[src/rtl/dac_trim_pkg.sv]
package dac_trim_pkg;
  localparam int CODE_W     = 16;
  localparam int GAIN_W     = 8;
  localparam int ZERO_W     = 9;
  localparam int FRAC_W     = 3;
  localparam int N_CHAN     = 4;
  localparam int GROUP_SIZE = 2;

  localparam int CHAN_W  = $clog2(N_CHAN);
  localparam int N_GROUP = N_CHAN / GROUP_SIZE;
  localparam int XW      = CODE_W + 1;         // widened signed code
  localparam int FW      = CODE_W + 2;         // signed scale factor
  localparam int PW      = XW + FW;            // full product
  localparam int SHIFT   = CODE_W - FRAC_W;    // product to eighths
  localparam int OUT_W   = CODE_W + FRAC_W;

  typedef struct packed {
    logic [OUT_W-1:0] code;
    logic             sat;
  } clip_t;

  // Code as a signed number according to the mode.
  function automatic logic signed [XW-1:0] widen_code(
      input logic [CODE_W-1:0] c, input logic uni);
    return uni ? {1'b0, c} : {c[CODE_W-1], c};
  endfunction

  // Unity (2^CODE_W) plus the signed gain trim.
  function automatic logic signed [FW-1:0] gain_factor(
      input logic [GAIN_W-1:0] g);
    logic signed [FW-1:0] unity;
    logic signed [FW-1:0] trim;
    unity = {2'b01, {CODE_W{1'b0}}};
    trim  = {{(FW-GAIN_W){g[GAIN_W-1]}}, g};
    return unity + trim;
  endfunction

  function automatic logic signed [PW-1:0] scaled_product(
      input logic signed [XW-1:0] x, input logic signed [FW-1:0] f);
    logic signed [PW-1:0] xe;
    logic signed [PW-1:0] fe;
    xe = PW'(x);
    fe = PW'(f);
    return xe * fe;
  endfunction

  // Nearest eighth, ties toward plus infinity.
  function automatic logic signed [PW-1:0] round_eighths(
      input logic signed [PW-1:0] p);
    logic signed [PW-1:0] half;
    logic signed [PW-1:0] biased;
    half   = PW'(1) <<< (SHIFT - 1);
    biased = p + half;
    return biased >>> SHIFT;
  endfunction

  function automatic clip_t clamp_code(
      input logic signed [PW-1:0] v, input logic uni);
    logic signed [PW-1:0] one;
    logic signed [PW-1:0] lo;
    logic signed [PW-1:0] hi;
    clip_t r;
    one = PW'(1);
    if (uni) begin
      lo = '0;
      hi = (one <<< OUT_W) - one;
    end else begin
      lo = -(one <<< (OUT_W - 1));
      hi = (one <<< (OUT_W - 1)) - one;
    end
    r.sat = (v > hi) || (v < lo);
    if (v > hi)      r.code = hi[OUT_W-1:0];
    else if (v < lo) r.code = lo[OUT_W-1:0];
    else             r.code = v[OUT_W-1:0];
    return r;
  endfunction
endpackage

[src/rtl/trim_group_mode.sv]
module trim_group_mode
  import dac_trim_pkg::*;
(
  input  logic [N_GROUP-1:0] grp_unipolar,
  input  logic [CHAN_W-1:0]  chan,
  output logic               uni
);
  logic [N_CHAN-1:0] chan_uni;

  for (genvar c = 0; c < N_CHAN; c++) begin : g_map
    assign chan_uni[c] = grp_unipolar[c / GROUP_SIZE];
  end

  assign uni = chan_uni[chan];
endmodule

[src/rtl/trim_mult_stage.sv]
module trim_mult_stage
  import dac_trim_pkg::*;
(
  input  logic                    clk,
  input  logic                    rst_n,
  input  logic                    in_valid,
  input  logic [CHAN_W-1:0]       in_chan,
  input  logic                    in_uni,
  input  logic [CODE_W-1:0]       in_code,
  input  logic [GAIN_W-1:0]       in_gain,
  input  logic [ZERO_W-1:0]       in_zero,
  output logic                    s1_valid,
  output logic [CHAN_W-1:0]       s1_chan,
  output logic                    s1_uni,
  output logic signed [ZERO_W-1:0] s1_zero,
  output logic signed [PW-1:0]    s1_prod
);
  logic signed [PW-1:0] prod_d;

  always_comb prod_d = scaled_product(widen_code(in_code, in_uni),
                                      gain_factor(in_gain));

  always_ff @(posedge clk or negedge rst_n) begin
    if (!rst_n) begin
      s1_valid <= 1'b0;
      s1_chan  <= '0;
      s1_uni   <= 1'b0;
      s1_zero  <= '0;
      s1_prod  <= '0;
    end else begin
      s1_valid <= in_valid;
      if (in_valid) begin
        s1_chan <= in_chan;
        s1_uni  <= in_uni;
        s1_zero <= in_zero;
        s1_prod <= prod_d;
      end
    end
  end
endmodule

[src/rtl/trim_round_sat_stage.sv]
module trim_round_sat_stage
  import dac_trim_pkg::*;
(
  input  logic                     clk,
  input  logic                     rst_n,
  input  logic                     s1_valid,
  input  logic [CHAN_W-1:0]        s1_chan,
  input  logic                     s1_uni,
  input  logic signed [ZERO_W-1:0] s1_zero,
  input  logic signed [PW-1:0]     s1_prod,
  output logic                     sat_event,
  output logic                     out_valid,
  output logic [CHAN_W-1:0]        out_chan,
  output logic [OUT_W-1:0]         out_code,
  output logic                     out_sat,
  output logic [N_CHAN-1:0]        ovf_sticky
);
  logic signed [PW-1:0] rounded;
  logic signed [PW-1:0] biased_sum;
  clip_t                clipped;

  always_comb begin
    rounded    = round_eighths(s1_prod);
    biased_sum = rounded + PW'(s1_zero);
    clipped    = clamp_code(biased_sum, s1_uni);
  end

  assign sat_event = s1_valid && clipped.sat;

  always_ff @(posedge clk or negedge rst_n) begin
    if (!rst_n) begin
      out_valid <= 1'b0;
      out_chan  <= '0;
      out_code  <= '0;
      out_sat   <= 1'b0;
    end else begin
      out_valid <= s1_valid;
      out_sat   <= sat_event;
      if (s1_valid) begin
        out_chan <= s1_chan;
        out_code <= clipped.code;
      end
    end
  end

  for (genvar c = 0; c < N_CHAN; c++) begin : g_sticky
    always_ff @(posedge clk or negedge rst_n) begin
      if (!rst_n)
        ovf_sticky[c] <= 1'b0;
      else if (sat_event && (s1_chan == CHAN_W'(c)))
        ovf_sticky[c] <= 1'b1;
    end
  end
endmodule

[src/rtl/dac_trim_corrector.sv]
module dac_trim_corrector
  import dac_trim_pkg::*;
(
  input  logic                clk,
  input  logic                rst_n,
  input  logic [N_GROUP-1:0]  grp_unipolar,
  input  logic                in_valid,
  input  logic [CHAN_W-1:0]   in_chan,
  input  logic [CODE_W-1:0]   in_code,
  input  logic [GAIN_W-1:0]   in_gain,
  input  logic [ZERO_W-1:0]   in_zero,
  output logic                out_valid,
  output logic [CHAN_W-1:0]   out_chan,
  output logic [OUT_W-1:0]    out_code,
  output logic                out_sat,
  output logic [N_CHAN-1:0]   ovf_sticky
);
  // Named internal events, observed by the bound checker.
  logic                     req_uni;
  logic                     s1_valid;
  logic [CHAN_W-1:0]        s1_chan;
  logic                     s1_uni;
  logic signed [ZERO_W-1:0] s1_zero;
  logic signed [PW-1:0]     s1_prod;
  logic                     sat_event;

  trim_group_mode u_mode (
    .grp_unipolar (grp_unipolar),
    .chan         (in_chan),
    .uni          (req_uni)
  );

  trim_mult_stage u_mult (
    .clk      (clk),
    .rst_n    (rst_n),
    .in_valid (in_valid),
    .in_chan  (in_chan),
    .in_uni   (req_uni),
    .in_code  (in_code),
    .in_gain  (in_gain),
    .in_zero  (in_zero),
    .s1_valid (s1_valid),
    .s1_chan  (s1_chan),
    .s1_uni   (s1_uni),
    .s1_zero  (s1_zero),
    .s1_prod  (s1_prod)
  );

  trim_round_sat_stage u_sat (
    .clk        (clk),
    .rst_n      (rst_n),
    .s1_valid   (s1_valid),
    .s1_chan    (s1_chan),
    .s1_uni     (s1_uni),
    .s1_zero    (s1_zero),
    .s1_prod    (s1_prod),
    .sat_event  (sat_event),
    .out_valid  (out_valid),
    .out_chan   (out_chan),
    .out_code   (out_code),
    .out_sat    (out_sat),
    .ovf_sticky (ovf_sticky)
  );
endmodule

[config.mk]
export PLATFORM = sky130hd
export DESIGN_NAME = dac_trim_corrector
export DESIGN_NICKNAME = d
export VERILOG_FILES = /design/src/rtl/dac_trim_pkg.sv /design/src/rtl/trim_group_mode.sv /design/src/rtl/trim_mult_stage.sv /design/src/rtl/trim_round_sat_stage.sv /design/src/rtl/dac_trim_corrector.sv
export SDC_FILE = /design/constraint.sdc
export NUM_CORES = 1
export LEC_CHECK = 0
export BUFFER_PORTS_ARGS = -buffer_cell sky130_fd_sc_hd__buf_2
export CORE_ASPECT_RATIO = 2
export CORE_MARGIN = 2
export CORE_UTILIZATION = 40
export DETAILED_ROUTE_END_ITERATION = 7
export PLACE_DENSITY = 0.65
export SKIP_CTS_REPAIR_TIMING = 1
export SYNTH_ARGS = -nofsm -noshare
export SYNTH_HDL_FRONTEND = slang
export SYNTH_HIERARCHICAL = 1
export SYNTH_SLANG_ARGS = --single-unit
[constraint.sdc]
create_clock -name clk -period 9.05 [get_ports clk]
set_input_delay 0.4525 -clock clk [delete_from_list [all_inputs] [get_ports clk]]
set_output_delay 0.4525 -clock clk [all_outputs]
set_load 0.02 [all_outputs]
# == After elaboration in Yosys (flattened, before gate mapping) ==
# Cells that the tools add are included.
# Widths: inputs -> output; s select.
# op_classes
n_addsub,3
multipliers,1
magnitude_cmp,3
eq_ne,3
mux,7
n_reduce_logical,7
# op_table
operator,n
$mux 19,3
$add 35x14->35 const B,1
$gt 35x20->1,1
$lt 35x35->1,1
$mul 17x18->35,1
$mux 35,1
$add 22x9->23,1
$add 18x8->18 const A,1
$mux 17,1
$logic_and 1x1->1,5
$eq 2x2->1 const B,2
$lt 2x3->1 const B,1
$bmux 1 s2,1
$eq 2x1->1 const B,1
$logic_not 2->1,1
$logic_or 1x1->1,1
$mux 1,1
# totals
reg_bits,75
inputBits,40
output_inout_bits,27
wordCells,37

# == Depth between registers and ports, before layout ==
# Gate-level depths: netlist (run 1).
# logic_depth
depth_word,6
ltp_mapped,29
ltp_nobuf,28

# == Hierarchy ==
# Netlist (run 1), hierarchy kept.
# by_module_without_submodules
module,n_inst,cells_each,area_each_um2,seq_area_each_um2
trim_mult_stage,1,1089,10385.0,1201.2
trim_round_sat_stage,1,338,2766.4,675.6
trim_group_mode,1,1,15.0,0.0

# == Worst setup path after synthesis (run 1) ==
# OpenSTA, ideal clock, no wires.
# synth_timing
kind,input to register
from,input port in_chan[1]
to,register u_mult.s1_prod[33]
setup_ns,0.079
t_arrival_ns,6.350
t_required_ns,8.971
path_slack_ns,2.620
path_stages,21
n_path_buf,2
path_cell_list,mux2_4 -> nand2b_1 -> clkbuf_1 -> or2_1 -> fa_1 -> inv_1 -> fa_1 -> inv_1 -> fa_1 -> fa_1 -> inv_1 -> fa_1 -> ha_1 -> ha_1 -> buf_6 -> a21oi_1 -> o211ai_1 -> a41o_1 -> a311o_1 -> a31oi_1 -> mux2i_1
# synth_via
elab_chain_cells,4
# synth_lines
element,line,source
"start, declared",dac_trim_corrector.sv:8,"input logic [CHAN_W-1:0] in_chan,"
$bmux 1 s2,trim_group_mode.sv:14,assign uni = chan_uni[chan];
$mux 1 (not written as such),trim_group_mode.sv:14,
$mux 17,dac_trim_pkg.sv:25,"return uni ? {1'b0, c} : {c[CODE_W-1], c};"
$mul 17x18->35,dac_trim_pkg.sv:44,return xe * fe;
"end signal, assigned",trim_mult_stage.sv:36,s1_prod <= prod_d;
"end, declared",trim_mult_stage.sv:16,output logic signed [PW-1:0] s1_prod
# Every way passes these cells. The select of a mux whose other input is x is not followed.
# A chain may end at the register's enable or synchronous reset.

# == Worst setup path in the final report (run 1) ==
# layout_timing
from,input port in_chan[1]
to,register u_mult.s1_prod[33]
# layout_via
elab_chain_cells,4
# layout_lines
element,line,source
$bmux 1 s2,trim_group_mode.sv:14,
$mux 1 (not written as such),trim_group_mode.sv:14,
named net req_uni,dac_trim_corrector.sv:19,logic req_uni;
$mux 17,dac_trim_pkg.sv:25,
$mul 17x18->35,dac_trim_pkg.sv:44,
# The timed path passes the listed nets, and every way through them passes these cells. The select of a mux whose other input is x is not followed.

==> results of run 1 <==
[registers in the layout, indices dropped and copies added (netlist names)]
| register | cells |
|---|---|
| u_sat/ovf_sticky | 4 |
| u_mult/s1_valid | 1 |
| u_mult/s1_prod | 23 |
| u_mult/s1_chan | 2 |
| u_sat/out_sat | 1 |
| u_mult/s1_uni | 1 |
| u_sat/out_valid | 1 |
| u_sat/out_chan | 2 |
| u_mult/s1_zero | 9 |
| u_sat/out_code | 19 |
[worst max-delay path by stage]
stage	end	cells past startpoint	from	slack [ps]
after floorplan	u_mult/s1_prod[33]	21	in_chan[1]	2620
after global placement	u_mult/s1_prod[33]	20	in_chan[1]	2240
after detailed placement	u_mult/s1_prod[33]	20	in_chan[1]	2110
after CTS	u_mult/s1_prod[33]	20	in_chan[1]	2450
after global routing	u_mult/s1_prod[33]	20	in_gain[7]	2110
final	u_mult/s1_prod[33]	20	in_chan[1]	2440
[worst max-delay path, stage by stage]
cell	delay (ps)
buf_2	110
mux2_4	330
nand2b_1	290
or2_1	340
fa_1	710
inv_1	140
fa_1	670
inv_1	90
fa_1	520
fa_1	550
inv_1	50
fa_1	480
ha_1	320
ha_1	410
a21oi_1	240
o211ai_1	120
a41o_1	290
a311o_1	370
a31oi_1	180
mux2i_1	200
[layer usage]
layer	vias to the layer above	global-route usage, %	share of wire, %	wire length [um]
li1	4534	-	-	-
met1	4616	23.0	43	12200
met2	127	30.8	53	15000
met3	22	1.97	2.6	733
met4	0	3.11	0.97	272
met5	-	0	0	0
[layout make-up]
class | instances | share of cell area, %
clock buffers | 9 | 1.66
clock inverters | 6 | 0.462
inverters | 281 | 7.80
multi-input cells | 996 | 71.8
flip-flops and latches | 63 | 11.7
well taps | 423 | 3.91
repair buffers | 70 | 2.66
[per-stage QoR]
step	cells	hold slack (ps)	instance area, sq um	setup slack [ps]	util, %
CTS	1848	336	13500	2450	43.2
global route	1848	340	13500	2110	43.2
finish	1848	298	13500	2440	43.2
floorplan	1388	157	12600	2620	-
global placement	1833	436	13200	2240	42.3
detailed placement	1833	439	13200	2110	42.3
==> flow_summary.toml, run 1 <==
[sta]
worstMarginPinSlew_ps = 881
totalNegativeSetupSlack_ps = 0
fin_crit_sh_pct = 73.0
slew_viol_final = 0
fin_skew_ps = 7.16
finalHoldViolCount = 0
fin_crit_ps = 6610
rsz0062_at_grt = "false"
slew_headroom_pct = 41.3
fmax_mhz = 151
finalSetupViolCount = 0

[place]
place_congestion = 0.857
dp_hpwl_um = 23500
numPortBuffers = 66

[logic_synthesis]
syn_nets = 1768
yosysWarnings = 6
postSynthAreaPerCell_sq_um = 9.10
synth_cells = 1388
synth_area_sq_um = 12600

[clock_tree]
cts_root_buffer = "clkbuf_16"
clockBufferDepth = 2
cts_inserted_buffers = 9
clock_insertion_delay_worst_skew_ps = 330
path_clk_slew_ps = 60
ctsHtreeMaxLevel = 3
cts.sinks = 63
cts_tree = "done"

[drt]
drc = 0
wl_um = 28100
wire_per_inst_um = 15.2
drt_iter0_drc = 351
viasPerCell = 5.03
drt_first_pass_iters = 5
postRouteAntennaNets = 0
vias = 9299

[worst_setup_path]
rrSetupSlack_ps = 2890
cp-start-kind = "input pin"
crit_fanout = 9
r2r-end = "u_sat/ovf_sticky[1]"
r2r_cells = 28
arrival_ps = 6860
r2r_start = "u_mult/s1_prod[13]"
cp.required_ps = 9310
worstSetupEndpointType = "register"
crit_type = "in2reg"

[cells_and_area]
fillers = 3165
nets = 1801
drive_above_1_share_pct = 9.54
mostFrequentLayoutCells = "280 x inv_1, 185 x fa_1, 155 x ha_1"
multi_input_area_sq_um = 9720
layout_commonest_cell = "inv_1"
antenna_cells = 0
area_growth_pct = 7.07
seqCellArea_sq_um = 1580

[run_status]
status = "finished clean"

[grt]
grt_max_degree = 64
grt_pass1_vias = 9341
grt_overflow = 0
grt_antenna_before_repair = 0
grt.total_usage_pct = 17.4
grt_pass1_wl_um = 46300

[floorplan]
die-area_sq_um = 33100
initial_utilization_pct = 40.4
core_area_sq_um = 31300
die_x_um = 130
pin_count = 67
die_h_um = 255
row_count = 92

[job]
drv_cap = 0

[hold_path]
hold_path_class = "in2async"
Power of run 1 is not shown: default switching activity piles up to over one toggle a cycle in this logic, so the estimate is an artifact.
==> run 2: changes to the inputs <==
clock period = 6.6 ns   (was 9.05 ns; I/O delays follow)
==> flow_summary.toml, run 2 (synthesis gave the netlist of run 1 again) <==
[cells_and_area]
multi_input_area_sq_um = 9720
area_growth_pct = 8.78
fillers = 3186
seqCellArea_sq_um = 1580
layout_commonest_cell = "inv_1"
mostFrequentLayoutCells = "280 x inv_1, 185 x fa_1, 155 x ha_1"
nets = 1828
largest_register_ffs = 23
largest_register = "u_mult/s1_prod"
reg.largest.list = "u_mult/s1_prod (23), u_sat/out_code (19), u_mult/s1_zero (9)"
drive_above_1_share_pct = 11.4
antenna_cells = 0

[floorplan]
pin_count = 67
die_x_um = 130
core_area_sq_um = 31300
die_h_um = 255
die-area_sq_um = 33100
initial_utilization_pct = 40.4
row_count = 92

[worst_setup_path]
path_common_cell = "fa_1"
cp-start-kind = "input pin"
path_cells = "buf_2 > mux2_4 > nand2b_2 > or2_2 > fa_1 > fa_1 > inv_1 > fa_1 > fa_1 > fa_1 > inv_1 > fa_1 > inv_1 > ha_1 > a21oi_1 > o21ai_1 > a311oi_1 > buf_4 > a21oi_1 > a31oi_1 > mux2i_1"
cpPeakStageDelay_ps = 550
arrival_ps = 6480
crit_type = "in2reg"
crit_fanout = 9
slowest_stage = "fa_1"
cp.required_ps = 6870
worstSetupEndpointType = "register"

[sta]
finalHoldViolCount = 0
worstMarginPinSlew_ps = 823
finalSetupViolCount = 0
rsz0062_at_grt = "false"
fin_crit_sh_pct = 94.1
fmax_mhz = 161
slew_headroom_pct = 45.1
totalNegativeSetupSlack_ps = 0
fin_crit_ps = 6210
fin_skew_ps = 4.67
slew_viol_final = 0

[grt]
grt_overflow = 0
grt_antenna_before_repair = 0
grt_pass1_vias = 9750
grt_pass1_wl_um = 48300
grt.total_usage_pct = 18.2
grt_max_degree = 64

[drt]
postRouteAntennaNets = 0
wire_per_inst_um = 15.4
drc = 0
vias = 9445
wl_um = 29000
drt_iter0_drc = 501
viasPerCell = 5.03
drt_first_pass_iters = 5

[clock_tree]
cts.sinks = 63
ctsHtreeMaxLevel = 3
cts_inserted_buffers = 9
cts_tree = "done"
clock_insertion_delay_worst_skew_ps = 340
clockBufferDepth = 2
path_clk_slew_ps = 50
cts_root_buffer = "clkbuf_16"

[run_status]
status = "finished clean"

[place]
place_congestion = 0.881
numPortBuffers = 66
dp_hpwl_um = 24600

[hold_path]
hold_path_class = "in2async"

[job]
drv_cap = 0
==> run 2: cell types whose count changed in the layout (fill, tap and decap cells not counted), sizes merged <==
| cell | previous run | this run |
|---|---|---|
| clkbuf | 9 | 10 |
| buf | 70 | 97 |
| clkinvlp | 3 | 2 |
| clkinv | 3 | 4 |
==> run 2: layout make-up <==
cell class | count | area share [%]
flip-flops and latches | 63 | 11.5
multi-input cells | 996 | 70.7
clock inverters | 6 | 0.437
well taps | 423 | 3.85
inverters | 281 | 7.67
repair buffers | 97 | 4.10
clock buffers | 10 | 1.74
==> run 2: worst paths after layout <==
check	from	endpoint	slack [ps]	depth (start not counted)
worst min register to register	u_sat/ovf_sticky[2]	u_sat/ovf_sticky[2]	450	1
worst min-delay path	rst_n	u_sat/ovf_sticky[1]	170	2
worst max-delay path	in_chan[1]	u_mult/s1_prod[33]	390	21
worst max register to register	u_mult/s1_prod[13]	u_sat/ovf_sticky[1]	710	29
max in group asynchronous	rst_n	u_mult/s1_zero[3]	5890	2
min in group clk	in_zero[6]	u_mult/s1_zero[6]	220	2
==> run 2: critical path: cells and delay by family <==
family          cells  cell delay [ps]
simple gates        2              590
fa+ha+maj           7             3530
mux                 2              520
compound gates      5             1060
buf+inv             5              430
==> run 2: through the flow <==
step           instances  area [sq um]  hold slack [ps]  util, %  setup slack, ps
2_1_floorplan       1388         12600             34.4        -              293
3_3_place_gp        1860         13400              436     42.9             91.9
3_5_place_dp        1860         13400              439     42.9            -41.3
4_1_cts             1876         13700              199     43.9              332
5_1_grt             1876         13700              217     43.9             7.96
6_report            1876         13700              169     43.9              391
==> run 2: per-layer routing <==
| layer | vias to the layer above | wire [um] | GRT usage [%] |
|---|---|---|---|
| met5 | - | 0 | 0 |
| li1 | 4579 | - | - |
| met1 | 4671 | 12100 | 23.4 |
| met3 | 48 | 846 | 2.37 |
| met2 | 147 | 15300 | 31.8 |
| met4 | 0 | 692 | 4.93 |
Power of run 2 is left out for the same reason.
==> run 3: changes to the inputs <==
CTS_CLUSTER_DIAMETER = 100   (was not set)
clock period = 6.78 ns   (was 6.6 ns; I/O delays follow)
==> flow_summary.toml, run 3 (synthesis gave the netlist of run 1 again) <==
[sta]
finalSetupViolCount = 0
hold_slack_ps = 178
rsz0062_at_grt = "false"
fin_crit_sh_pct = 92.8
slew_headroom_pct = 44.7
totalNegativeSetupSlack_ps = 0
finalHoldViolCount = 0
slew_viol_final = 0
worstMarginPinSlew_ps = 829
fin_skew_ps = 6.82
fmax_mhz = 159
fin_ws_ps = 490
fin_crit_ps = 6290

[grt]
grt.total_usage_pct = 17.9
grt_overflow = 0
grt_antenna_before_repair = 0
grt_pass1_wl_um = 47800
grt_pass1_vias = 9477
grt_max_degree = 64

[clock_tree]
clock_insertion_delay_worst_skew_ps = 340
path_clk_slew_ps = 50
cts_root_buffer = "clkbuf_16"
ctsHtreeMaxLevel = 3
cts.sinks = 63
clockBufferDepth = 2
cts_tree = "done"
cts_inserted_buffers = 9

[place]
dp_hpwl_um = 24300
placed_cell_area_sq_um = 13400
place_congestion = 0.888
dp_worst_setup_slack_ps = 130
numPortBuffers = 66

[worst_setup_path]
cpPeakStageDelay_ps = 760
worstSetupEndpointType = "register"
slowest_stage = "fa_1"
cp-start-kind = "input pin"
path_common_cell = "fa_1"
arrival_ps = 6530
crit_fanout = 21
path_cells = "buf_2 > buf_4 > and2_1 > fa_1 > inv_1 > fa_1 > inv_1 > fa_1 > fa_1 > fa_1 > inv_1 > fa_1 > inv_1 > ha_1 > nand3_2 > nor4b_1 > a311oi_1 > a211oi_1 > nor3_1 > o31ai_1"
crit_type = "in2reg"
r2r_start = "u_mult/s1_prod[12]"
rrSetupSlack_ps = 960
cp.required_ps = 7010
r2r-end = "u_sat/ovf_sticky[3]"
r2r_cells = 29

[cells_and_area]
nets = 1818
drive_above_1_share_pct = 10.6
multi_input_area_sq_um = 9720
mostFrequentLayoutCells = "280 x inv_1, 185 x fa_1, 155 x ha_1"
largest_register = "u_mult/s1_prod"
largest_register_ffs = 23
fin_area_sq_um = 13700
seqCellArea_sq_um = 1580
layout_commonest_cell = "inv_1"
reg.largest.list = "u_mult/s1_prod (23), u_sat/out_code (19), u_mult/s1_zero (9)"
antenna_cells = 0
fillers = 3158
area_growth_pct = 8.37

[job]
drv_cap = 0

[drt]
wl_um = 28700
postRouteAntennaNets = 0
vias = 9457
wire_per_inst_um = 15.4
drt_first_pass_iters = 7
drt_iter0_drc = 590
viasPerCell = 5.07
drc = 0

[floorplan]
die_x_um = 130
die-area_sq_um = 33100
initial_utilization_pct = 40.4
pin_count = 67
row_count = 92
die_h_um = 255
core_area_sq_um = 31300

[hold_path]
hold_path_class = "in2async"

[run_status]
status = "finished clean"
[run 3: worst max-delay path by stage]
| stage | from | end | slack, ps | cells after the start |
|---|---|---|---|---|
| after floorplan | in_chan[1] | u_mult/s1_prod[33] | 460 | 21 |
| after global placement | in_gain[7] | u_mult/s1_prod[29] | 250 | 20 |
| after detailed placement | in_gain[7] | u_mult/s1_prod[34] | 130 | 20 |
| after CTS | in_gain[7] | u_mult/s1_prod[29] | 490 | 20 |
| after global routing | in_gain[7] | u_mult/s1_prod[29] | 140 | 20 |
| final | in_gain[7] | u_mult/s1_prod[29] | 490 | 20 |
[run 3: metrics by stage]
step / utilization [%] / instances
5_1_grt: 43.7 / 1866
3_3_place_gp: 42.7 / 1850
6_report: 43.7 / 1866
3_5_place_dp: 42.7 / 1850
2_1_floorplan: - / 1388
4_1_cts: 43.7 / 1866
[run 3: cell type report]
cell class / instances / share of cell area [%]
Multi-Input combinational cell: 996 / 71.0
Inverter: 281 / 7.70
Clock buffer: 11 / 1.77
Clock inverter: 5 / 0.594
Timing Repair Buffer: 87 / 3.56
Sequential cell: 63 / 11.5
Tap cell: 423 / 3.87
[run 3: routing by layer]
layer  GRT usage (%)  up-vias  share of wire (%)
met2            31.0      165                 53
met4            4.24        0                2.1
met5               0        -                  0
met1            23.4     4684                 42
met3            2.45       50                3.2
li1                -     4558                  -
[run 3: worst max-delay path, delay by kind of cell]
family                     cells  cell delay (ps)
adders and majority gates      7             3820
and+or+nand+nor                4              930
buffers and inverters          6              680
AOI/OAI and AO/OA              3              750
Power of run 3 is left out for the same reason.
